$ cat src/rtl/cfgHdrPkg.sv
package cfgHdrPkg;

  // Writable command bits: 0,1,2 enables, 4 MWI, 8 no-function
  localparam logic [15:0] CMD_WR_MASK = 16'h0117;
  // Status bits set by hardware and cleared by writing one
  localparam logic [15:0] STS_W1C_MASK = 16'h3000;

  localparam int CMD_IO   = 0;
  localparam int CMD_MEM  = 1;
  localparam int CMD_BM   = 2;
  localparam int CMD_MWI  = 4;
  localparam int STS_TGT  = 12;
  localparam int STS_MST  = 13;

  // Strobes from control to datapath
  typedef struct packed {
    logic        selId;
    logic        selCmd;
    logic [15:0] cmdLaneMask;
    logic [15:0] stsClrMask;
  } hdrStrobe_t;

endpackage

$ cat src/rtl/cfgHdrCtrl.sv
module cfgHdrCtrl
  import cfgHdrPkg::*;
#(
  parameter int ADDR_W = 8
) (
  input  logic              clk,
  input  logic              rstN,
  input  logic [ADDR_W-1:0] cfgAddr,
  input  logic              cfgWrite,
  input  logic [3:0]        cfgByteEn,
  input  logic [31:0]       cfgWdata,
  output hdrStrobe_t        strobe
);

  localparam int DW_W = ADDR_W - 2;
  localparam logic [DW_W-1:0] ID_DW  = DW_W'(0);
  localparam logic [DW_W-1:0] CMD_DW = DW_W'(1);

  logic [DW_W-1:0] dwIdx;
  logic            aligned;
  logic [31:0]     laneBits;
  logic            wrCmd;

  assign dwIdx   = cfgAddr[ADDR_W-1:2];
  assign aligned = (cfgAddr[1:0] == 2'b00);

  // Expand each byte enable over its own byte
  for (genvar lane = 0; lane < 4; lane++) begin : gLane
    assign laneBits[lane*8 +: 8] = {8{cfgByteEn[lane]}};
  end

  assign wrCmd = cfgWrite && strobe.selCmd;

  always_comb begin
    strobe.selId       = aligned && (dwIdx == ID_DW);
    strobe.selCmd      = aligned && (dwIdx == CMD_DW);
    strobe.cmdLaneMask = wrCmd ? (laneBits[15:0] & CMD_WR_MASK) : 16'h0000;
    strobe.stsClrMask  = wrCmd ? (laneBits[31:16] & cfgWdata[31:16] & STS_W1C_MASK)
                               : 16'h0000;
  end

  // clk and rstN are not needed by the decode, which is purely combinational
  logic unusedCtl;
  assign unusedCtl = clk ^ rstN;

endmodule

$ cat src/rtl/cfgHdrDatapath.sv
module cfgHdrDatapath
  import cfgHdrPkg::*;
#(
  parameter logic [15:0] VENDOR_ID    = 16'h0000,
  parameter logic [15:0] DEVICE_ID    = 16'h0000,
  parameter logic [15:0] STATUS_FIXED = 16'h0280
) (
  input  logic        clk,
  input  logic        rstN,
  input  hdrStrobe_t  strobe,
  input  logic [31:0] cfgWdata,
  input  logic        tgtAbortEvt,
  input  logic        mstAbortEvt,
  output logic [31:0] cfgRdata,
  output logic [15:0] cmdWord
);

  localparam logic [15:0] STS_CONST = STATUS_FIXED & ~STS_W1C_MASK;

  logic [15:0] cmdReg;
  logic [15:0] stsFlags;
  logic [15:0] stsSet;
  logic [15:0] stsWord;

  // Command register: lane-masked merge, only writable bits can change
  always_ff @(posedge clk) begin
    if (!rstN) cmdReg <= 16'h0000;
    else       cmdReg <= (cmdReg & ~strobe.cmdLaneMask) |
                         (cfgWdata[15:0] & strobe.cmdLaneMask);
  end

  always_comb begin
    stsSet          = 16'h0000;
    stsSet[STS_TGT] = tgtAbortEvt;
    stsSet[STS_MST] = mstAbortEvt;
  end

  // Clear first, then set: a same-cycle event wins
  always_ff @(posedge clk) begin
    if (!rstN) stsFlags <= 16'h0000;
    else       stsFlags <= ((stsFlags & ~strobe.stsClrMask) | stsSet) & STS_W1C_MASK;
  end

  assign stsWord = STS_CONST | stsFlags;
  assign cmdWord = cmdReg;

  always_comb begin
    if (strobe.selId)       cfgRdata = {DEVICE_ID, VENDOR_ID};
    else if (strobe.selCmd) cfgRdata = {stsWord, cmdReg};
    else                    cfgRdata = 32'h0000_0000;
  end

endmodule

$ cat src/rtl/cfgHdrCmdSts.sv
module cfgHdrCmdSts
  import cfgHdrPkg::*;
#(
  parameter int          ADDR_W       = 8,
  parameter logic [15:0] VENDOR_ID    = 16'h0000,
  parameter logic [15:0] DEVICE_ID    = 16'h0000,
  parameter logic [15:0] STATUS_FIXED = 16'h0280
) (
  input  logic              clk,
  input  logic              rstN,
  input  logic [ADDR_W-1:0] cfgAddr,
  input  logic              cfgWrite,
  input  logic [3:0]        cfgByteEn,
  input  logic [31:0]       cfgWdata,
  output logic [31:0]       cfgRdata,
  input  logic              tgtAbortEvt,
  input  logic              mstAbortEvt,
  output logic              ioSpaceEn,
  output logic              memSpaceEn,
  output logic              busMasterEn,
  output logic              mwiEn
);

  hdrStrobe_t  strobe;
  logic [15:0] cmdWord;

  cfgHdrCtrl #(.ADDR_W(ADDR_W)) u_ctrl (
    .clk      (clk),
    .rstN     (rstN),
    .cfgAddr  (cfgAddr),
    .cfgWrite (cfgWrite),
    .cfgByteEn(cfgByteEn),
    .cfgWdata (cfgWdata),
    .strobe   (strobe)
  );

  cfgHdrDatapath #(
    .VENDOR_ID   (VENDOR_ID),
    .DEVICE_ID   (DEVICE_ID),
    .STATUS_FIXED(STATUS_FIXED)
  ) u_dp (
    .clk        (clk),
    .rstN       (rstN),
    .strobe     (strobe),
    .cfgWdata   (cfgWdata),
    .tgtAbortEvt(tgtAbortEvt),
    .mstAbortEvt(mstAbortEvt),
    .cfgRdata   (cfgRdata),
    .cmdWord    (cmdWord)
  );

  assign ioSpaceEn   = cmdWord[CMD_IO];
  assign memSpaceEn  = cmdWord[CMD_MEM];
  assign busMasterEn = cmdWord[CMD_BM];
  assign mwiEn       = cmdWord[CMD_MWI];

endmodule

$ cat config.mk
export PLATFORM = sky130hd
export DESIGN_NAME = cfgHdrCmdSts
export DESIGN_NICKNAME = d
export VERILOG_FILES = /design/src/rtl/cfgHdrPkg.sv /design/src/rtl/cfgHdrCtrl.sv /design/src/rtl/cfgHdrDatapath.sv /design/src/rtl/cfgHdrCmdSts.sv
export SDC_FILE = /design/constraint.sdc
export NUM_CORES = 1
export LEC_CHECK = 0
export BUFFER_PORTS_ARGS = -buffer_cell sky130_fd_sc_hd__buf_2
export CAP_MARGIN = 25
export CORE_MARGIN = 1
export CORE_UTILIZATION = 33
export CTS_BUF_LIST = sky130_fd_sc_hd__clkbuf_4 sky130_fd_sc_hd__clkbuf_8
export CTS_CLUSTER_DIAMETER = 80
export DETAILED_ROUTE_END_ITERATION = 16
export PLACE_DENSITY = 0.87
export SYNTH_ARGS = -nofsm -noshare
export SYNTH_HDL_FRONTEND = slang
export SYNTH_SLANG_ARGS = --single-unit
$ cat constraint.sdc
create_clock -name clk -period 1.7 [get_ports clk]
set_input_delay 0.085 -clock clk [delete_from_list [all_inputs] [get_ports clk]]
set_output_delay 0.085 -clock clk [all_outputs]
set_load 0.05 [all_outputs]
; ---- Word level (Yosys, flattened, before mapping)
; Index checks and enable logic that the tools add are counted.
[word_totals]
word_cells = 20
output_inout_bits = 36
input_bits = 49
regBits = 18
[classes]
bitwise_logic = 8
reduce_logical = 5
n_eq_ne = 1
n_mux = 4
[op_table]
columns = operator, count
row1 = two-way mux 32 bit, 1
row2 = two-way mux 30 bit, 1
row3 = AND 14 bit, 2
row4 = AND 16 bit, 1
row5 = AND 16 x 9 -> 16 bit, 1
row6 = inverter 9 -> 16 bit, 1
row7 = bitwise OR 16 bit, 1
row8 = two-way mux 14 bit, 1
row9 = inverter 14 bit, 1
row10 = bitwise OR 14 bit, 1
row11 = two-way mux 9 bit, 1
row12 = == test 6 x 1 -> 1 bit (second input constant), 1
row13 = logical NOT 6 bit, 1
row14 = logical AND 1 bit, 3
row15 = logical NOT 2 bit, 1

; ---- Logic depth before layout (Yosys ltp)
; Gate-level depths: netlist of run 1.
[depth]
ltp_word = 7
ltp_mapped = 3
mapped_depth_nobuf = 3

; ---- Modules after synthesis
; Synthesis of run 1 repeated with hierarchy kept, for this count alone.
[unflattened]
cells_unflattened = 132
area_unflattened_um2 = 1183.6
[modules_own_cells]
columns = mod, seq_area_each_um2, cells_each, n_inst, area_per_inst_um2
row1 = cfgHdrDatapath, 360.3, 89, 1, 894.6
row2 = cfgHdrCtrl, 0.0, 43, 1, 289.0

; ---- Least setup slack after synthesis of run 1
; No wires, ideal clock.
[synth_path]
path_kind = input port to output port
startpoint = input port cfgAddr[3]
endpoint = output port cfgRdata[25]
path_buffers = 1
t_required_ps = 1615
arrival_time_ps = 1186
path_stages = 3
slack_ps = 429
path_cell_list = nor4b_4 > and2_2 > buf_4
[synth_between]
elab_chain_cells = 4
elab_cells_between_ends = 6
classes_between = eq/ne (1) / mux (2) / reduce/logical (3)
[synth_rtl]
columns = element, line_no
row1 = "start, declared", cfgHdrCmdSts.sv:11  ; input logic [ADDR_W-1:0] cfgAddr,
row2 = == test 6 x 1 -> 1 bit, cfgHdrCtrl.sv:36  ; strobe.selCmd = aligned && (dwIdx == CMD_DW);
row3 = logical AND 1 bit, cfgHdrCtrl.sv:36
row4 = two-way mux 30 bit, cfgHdrDatapath.sv:49  ; else if (strobe.selCmd) cfgRdata = {stsWord, cmdReg};
row5 = two-way mux 32 bit (*), cfgHdrDatapath.sv:48  ; if (strobe.selId) cfgRdata = {DEVICE_ID, VENDOR_ID};
row6 = "end, declared", cfgHdrCmdSts.sv:15  ; output logic [31:0] cfgRdata,
; Mark *: on every way between the ends. The rest lies on a longest branch, timed or not.

; ---- Final worst setup path of run 1
[layout_path]
startpoint = input port cfgAddr[1]
endpoint = output port cfgRdata[25]
[layout_between]
elab_chain_cells = 4
elab_cells_between_ends = 5
classes_between = mux (2) / reduce/logical (3)
[layout_rtl]
columns = element, line_no
row1 = logical NOT 2 bit (*), cfgHdrCtrl.sv:25  ; assign aligned = (cfgAddr[1:0] == 2'b00);
row2 = logical AND 1 bit, cfgHdrCtrl.sv:36
row3 = two-way mux 30 bit, cfgHdrDatapath.sv:49
row4 = two-way mux 32 bit (*), cfgHdrDatapath.sv:48
; Marks and branches as above.

==> out/summary.txt, run 1 <==
status = complete, but fails checks
violated checks = DRC
met1 usage = 0.119
share of layout cells above drive strength 1 = 0.490
grt total ovfl = 0
Layout area overhead = 21.1%
Crit path buffers/inverters = 2
Chip Width = 44.2 um
flop-to-flop setup slack = 1040 ps
relative slew slack = 0.629
fin. max-slew vios = 0
TritonCTS Buffers = 3
starting density of the core = 0.373
Worst-Skew Late Latency = 250 ps
reg2reg path depth = 2
Die Height = 44.2 um
core area = 1580 um2
Critical Path RT = 1620 ps
hold buffer count at CTS = 0
nets = 152
critical-path maximum fanout = 10
Pre-antenna DRT Iters = 10
VDD IR max = 401 uV
Power Density = 696 nW/um2
worst path cell trace = buf_2 -> nor4_4 -> and2_2 -> buf_2
# fillers = 161
initial antenna violation count = 0
Largest delay share family, worst path = simple AND/OR/NAND/NOR gates
WL/cell = 9.03 um
total track usage = 0.123
mapped cell area = 588 um2
RSZ-0062 raised after global routing = no
hold crit path type = in -> reg
Post-DP Area = 682 um2
drc violations = 9
Final Cell Area = 712 um2
Post-DP HPWL = 913 um
number of I/O pins = 85
worst setup path start = cfgAddr[1]
1st-iter DRT viols = 10
Antenna diodes = 0
Crit Path Class = in -> out
M3 GR Usage = 0.0735
CP Capture Type = output pin
first-pass GRT wire length = 1.68 mm
TritonCTS Sinks = 7
Most Crowded Layer GR = met2
sequential fraction of the synthesis area = 0.238
CTS max path bufs = 2
Leak = 0.439 nW
H-tree levels = 1
row cnt = 14
IO buf count = 35
RR Startpoint = u_dp.stsFlags[13]
crit-path max cell delay = 540 ps
fin crit period = 1390 ps
setup TNS = 0 ps
#FFs+latches synth = 7
clock slew at reported path FFs = 50 ps
DRT antenna net count = 0
Worst-Margin Slew = 552 ps
met2 Usage GRT = 0.209
Synth warnings = 0
GP Congestion = 0.682
Root Buffer = clkbuf_4
endpoints failing hold = 0
CTS tree = built
Critical Path End = cfgRdata[25]
Post-Route WL = 1.07 mm
critical path launch point type = input port
post-CTS setup buffer count = 0
post-CTS sizing = 0
Setup violations, final = 0
Die ar. = 1950 um2
vias per cell = 4.47
Synth cell types = 15
clk_skew = 0 ps
worst reg2reg endpoint = u_dp.stsFlags[13]
CP dominant cell by count = buf_2
number of global-route vias before repair = 408
Final Cycle Share = 0.816
post-synthesis cell count = 66
Worst path depth = 4
number of max-cap violations = 0
slowest cell on the critical path = nor4_4
highest clock rate = 0.721 GHz
syn_area_per_cell = 8.91 um2
largest net degree at the start of global routing = 13
Critical Path AT = 1300 ps
Via Count = 528
-- synth_stat cells --
library cell / count / share of area
nor4_4: 1 / 0.036
nand4_4: 1 / 0.036
nor2b_1: 2 / 0.021
nand4_1: 1 / 0.011
mux2i_1: 5 / 0.085
dfxtp_1: 7 / 0.24
o21ai_0: 2 / 0.017
a41oi_1: 2 / 0.030
and3_2: 7 / 0.089
clkbuf_1: 1 / 0.0064
conb_1: 1 / 0.0064
nor4b_4: 1 / 0.040
nand2_1: 10 / 0.064
and2_2: 1 / 0.013
buf_4: 24 / 0.31
-- power breakdown --
group / leakage (nW) / switching (W) / internal (W)
clock network: 0.0184 / 0.0000583 / 0.000105
logic: 0.363 / 0.000136 / 0.0000264
registers: 0.0570 / 0.00000132 / 0.000168
total: 0.439 / 0.000196 / 0.000300
-- per-stage QoR --
step	power, W	instances	setup slack, ps	utilization	hold WS, ps
after floorplan	0.000341	88	429	-	206
after global placement	0.000333	114	347	0.433	312
after detailed placement	0.000335	114	295	0.433	322
after CTS	0.000502	118	294	0.452	54.4
after global routing	0.000530	118	207	0.452	54.0
final	0.000496	118	314	0.452	56.9
-- logic make-up after synthesis --
kind of cell	share of synthesized area
AO/OA/AOI/OAI	0.0468
buffers and inverters	0.313
flip-flops	0.238
multiplexers	0.0851
other	0.00638
AND/OR/NAND/NOR	0.311
-- cell type report --
| type | count | area, um2 | area share |
|---|---|---|---|
| repair buffers | 35 | 175 | 0.246 |
| well taps | 16 | 20.0 | 0.0281 |
| clock buffers | 4 | 30.0 | 0.0422 |
| flip-flops and latches | 7 | 140 | 0.197 |
| multi-input cells | 56 | 347 | 0.487 |
-- layout by cell type (no fill, tap or decap) --
cell,netlist,routed
buf_2,0,35
o21ai_0,2,2
dfxtp_1,7,7
a41oi_1,2,2
and3_2,7,7
nand2_1,10,10
nand4_4,1,1
nand4_1,1,1
nor2b_1,2,2
nor4_4,1,1
clkbuf_4,0,4
nor4b_4,1,1
conb_1,1,23
and2_2,1,1
mux2i_1,5,5
-- worst min path at each step --
stage	start	endpoint	slack, ps	cells past startpoint
5_1_grt	cfgByteEn[3]	u_dp.stsFlags[12]	50	2
3_5_place_dp	cfgByteEn[3]	u_dp.stsFlags[12]	320	2
4_1_cts	cfgByteEn[3]	u_dp.stsFlags[12]	50	2
6_report	cfgByteEn[3]	u_dp.stsFlags[12]	60	2
2_1_floorplan	cfgByteEn[3]	u_dp.stsFlags[12]	210	1
3_3_place_gp	cfgByteEn[3]	u_dp.stsFlags[12]	310	2
-- routing by layer --
| metal | up-vias | routed length [um] |
|---|---|---|
| li1 | 249 | - |
| met1 | 230 | 362 |
| met2 | 46 | 533 |
| met3 | 3 | 159 |
| met4 | 0 | 8 |
| met5 | - | 0 |
Power figures use the tool's default switching activity.
==> run 2: changes to the inputs <==
--- a/config.mk
+++ b/config.mk
@@ -8,11 +8,11 @@
 export BUFFER_PORTS_ARGS = -buffer_cell sky130_fd_sc_hd__buf_2
 export CAP_MARGIN = 25
 export CORE_MARGIN = 1
-export CORE_UTILIZATION = 33
+export CORE_UTILIZATION = 27
 export CTS_BUF_LIST = sky130_fd_sc_hd__clkbuf_4 sky130_fd_sc_hd__clkbuf_8
 export CTS_CLUSTER_DIAMETER = 80
 export DETAILED_ROUTE_END_ITERATION = 16
-export PLACE_DENSITY = 0.87
+export PLACE_DENSITY = 0.76
 export SYNTH_ARGS = -nofsm -noshare
 export SYNTH_HDL_FRONTEND = slang
 export SYNTH_SLANG_ARGS = --single-unit
==> constraint.sdc (replaced) <==
create_clock -name clk -period 1.2 [get_ports clk]
set_input_delay 0.06 -clock clk [delete_from_list [all_inputs] [get_ports clk]]
set_output_delay 0.06 -clock clk [all_outputs]
set_load 0.05 [all_outputs]
==> run 2 against run 1 <==
Net effect:
- the flow now finishes without violations
- sequential share of layout area is 0.80 points lower
- power grew 42%
- cell area is 4.2% higher
- clock power up 41%
- routed wire length grew 12%
- first-iteration DRC count decreased by 100%
- count of clock-buffer cells in the layout unchanged
==> out/summary.txt, run 2 (synthesis gave the netlist of run 1 again) <==
status = finished clean (was complete, but fails checks)
Via Count = 514 (was 528)
Worst-Skew Late Latency = 250 ps (about the same)
vias per cell = 3.92 (was 4.47)
IO buf count = 35 (unchanged)
endpoints failing hold = 0 (unchanged)
critical path launch point type = input port (unchanged)
total track usage = 0.110 (was 0.123)
Leak = 0.450 nW (was 0.439 nW)
WL/cell = 9.08 um (was 9.03 um)
clock slew at reported path FFs = 50 ps (about the same)
Antenna diodes = 0 (unchanged)
Die Height = 48.7 um (was 44.2 um)
largest net degree at the start of global routing = 13 (unchanged)
Critical Path AT = 1070 ps (was 1300 ps)
most frequent cells in the layout = 35 x buf_2, 23 x conb_1, 10 x nand2_1 (unchanged)
fin crit period = 1130 ps
slowest cell on the critical path = nor4b_4 (was nor4_4)
Critical Path RT = 1140 ps (was 1620 ps)
CP Capture Type = output pin (unchanged)
number of max-cap violations = 0 (unchanged)
Pre-antenna DRT Iters = 1 (was 10)
TritonCTS Buffers = 3 (unchanged)
worst path cell trace = buf_2 -> nor4b_4 -> buf_4 -> and3_2 -> buf_2 (was buf_2 -> nor4_4 -> and2_2 -> buf_2)
hold crit path type = in -> reg (unchanged)
initial antenna violation count = 0 (unchanged)
highest clock rate = 0.882 GHz
GP Congestion = 0.573 (was 0.682)
TritonCTS Sinks = 7 (unchanged)
first-pass GRT wire length = 2.01 mm (was 1.68 mm)
Final Cycle Share = 0.945
commonest non-fill, non-tap cell in the layout = buf_2 (unchanged)
VDD IR max = 707 uV (was 401 uV)
post-CTS setup buffer count = 0 (unchanged)
RSZ-0062 raised after global routing = no (unchanged)
H-tree levels = 1 (unchanged)
Post-DP HPWL = 992 um (was 913 um)
CTS max path bufs = 2 (unchanged)
Root Buffer = clkbuf_4 (unchanged)
starting density of the core = 0.294 (was 0.373)
Chip Width = 48.7 um (was 44.2 um)
Die ar. = 2370 um2 (was 1950 um2)
fin. max-slew vios = 0 (unchanged)
multi-input logic area = 348 um2 (was 347 um2)
setup TNS = 0 ps (unchanged)
grt total ovfl = 0 (unchanged)
Power Density = 951 nW/um2 (was 696 nW/um2)
nets = 154 (was 152)
CTS tree = built (unchanged)
number of I/O pins = 85 (unchanged)
register area = 140 um2 (unchanged)
DRT antenna net count = 0 (unchanged)
Crit Path Class = in -> out (unchanged)
core area = 2000 um2 (was 1580 um2)
clk_skew = 0 ps (unchanged)
# fillers = 229 (was 161)
hold buffer count at CTS = 0 (unchanged)
Layout area overhead = 26.2% (was 21.1%)
number of global-route vias before repair = 478 (was 408)
row cnt = 16 (was 14)
1st-iter DRT viols = 0 (was 10)
post-CTS sizing = 0 (unchanged)
critical-path maximum fanout = 10 (unchanged)
crit-path max cell delay = 250 ps (was 540 ps)
share of layout cells above drive strength 1 = 0.500 (was 0.490)
total power = 0.000706 W (was 0.000496 W)
CP dominant cell by count = buf_2 (unchanged)
Setup violations, final = 0 (unchanged)
drc violations = 0 (was 9)
Post-Route WL = 1.19 mm (was 1.07 mm)
==> run 2: area by class of cell <==
type,count,share of cell area
multi-input cells,56,0.469
repair buffers,37,0.256
flip-flops and latches,7,0.189
well taps,27,0.0455
clock buffers,4,0.0405
==> run 2: routing by layer <==
| layer | vias to the layer above | track usage | share of wire |
|---|---|---|---|
| li1 | 253 | - | - |
| met1 | 223 | 0.100 | 0.36 |
| met2 | 38 | 0.211 | 0.51 |
| met3 | 0 | 0.0660 | 0.13 |
| met4 | 0 | 0.0147 | 0 |
| met5 | - | 0 | 0 |
==> run 2: path summary, 6_finish.rpt <==
check	from	endpoint	slack [ps]	depth (start not counted)
setup reg to reg	u_dp.stsFlags[13]	u_dp.stsFlags[13]	550	2
hold / removal	cfgByteEn[3]	u_dp.stsFlags[12]	40	2
hold reg to reg	register	register	450	2
setup / recovery	cfgAddr[3]	cfgRdata[28]	70	5
==> run 2: per-stage QoR <==
step	util	worst slack [ps]	area, um2	hold slack, ps	cells
6_report	0.371	65.6	742	38.6	131
4_1_cts	0.371	53.1	742	36.9	131
3_5_place_dp	0.356	53.6	712	299	127
3_3_place_gp	0.356	73.2	712	288	127
2_1_floorplan	-	71.3	672	181	88
5_1_grt	0.371	16.8	742	39.5	131
==> run 2: report_power, final <==
group	switching, W	internal [W]	leakage [nW]
Clock	0.0000828	0.000149	0.0184
Combinational	0.000195	0.0000396	0.374
Sequential	0.00000172	0.000238	0.0570
==> run 2: worst max-delay path: cells and delay by family <==
family / cells / cell delay, ps
buf+inv: 3 / 560
simple gates: 2 / 440
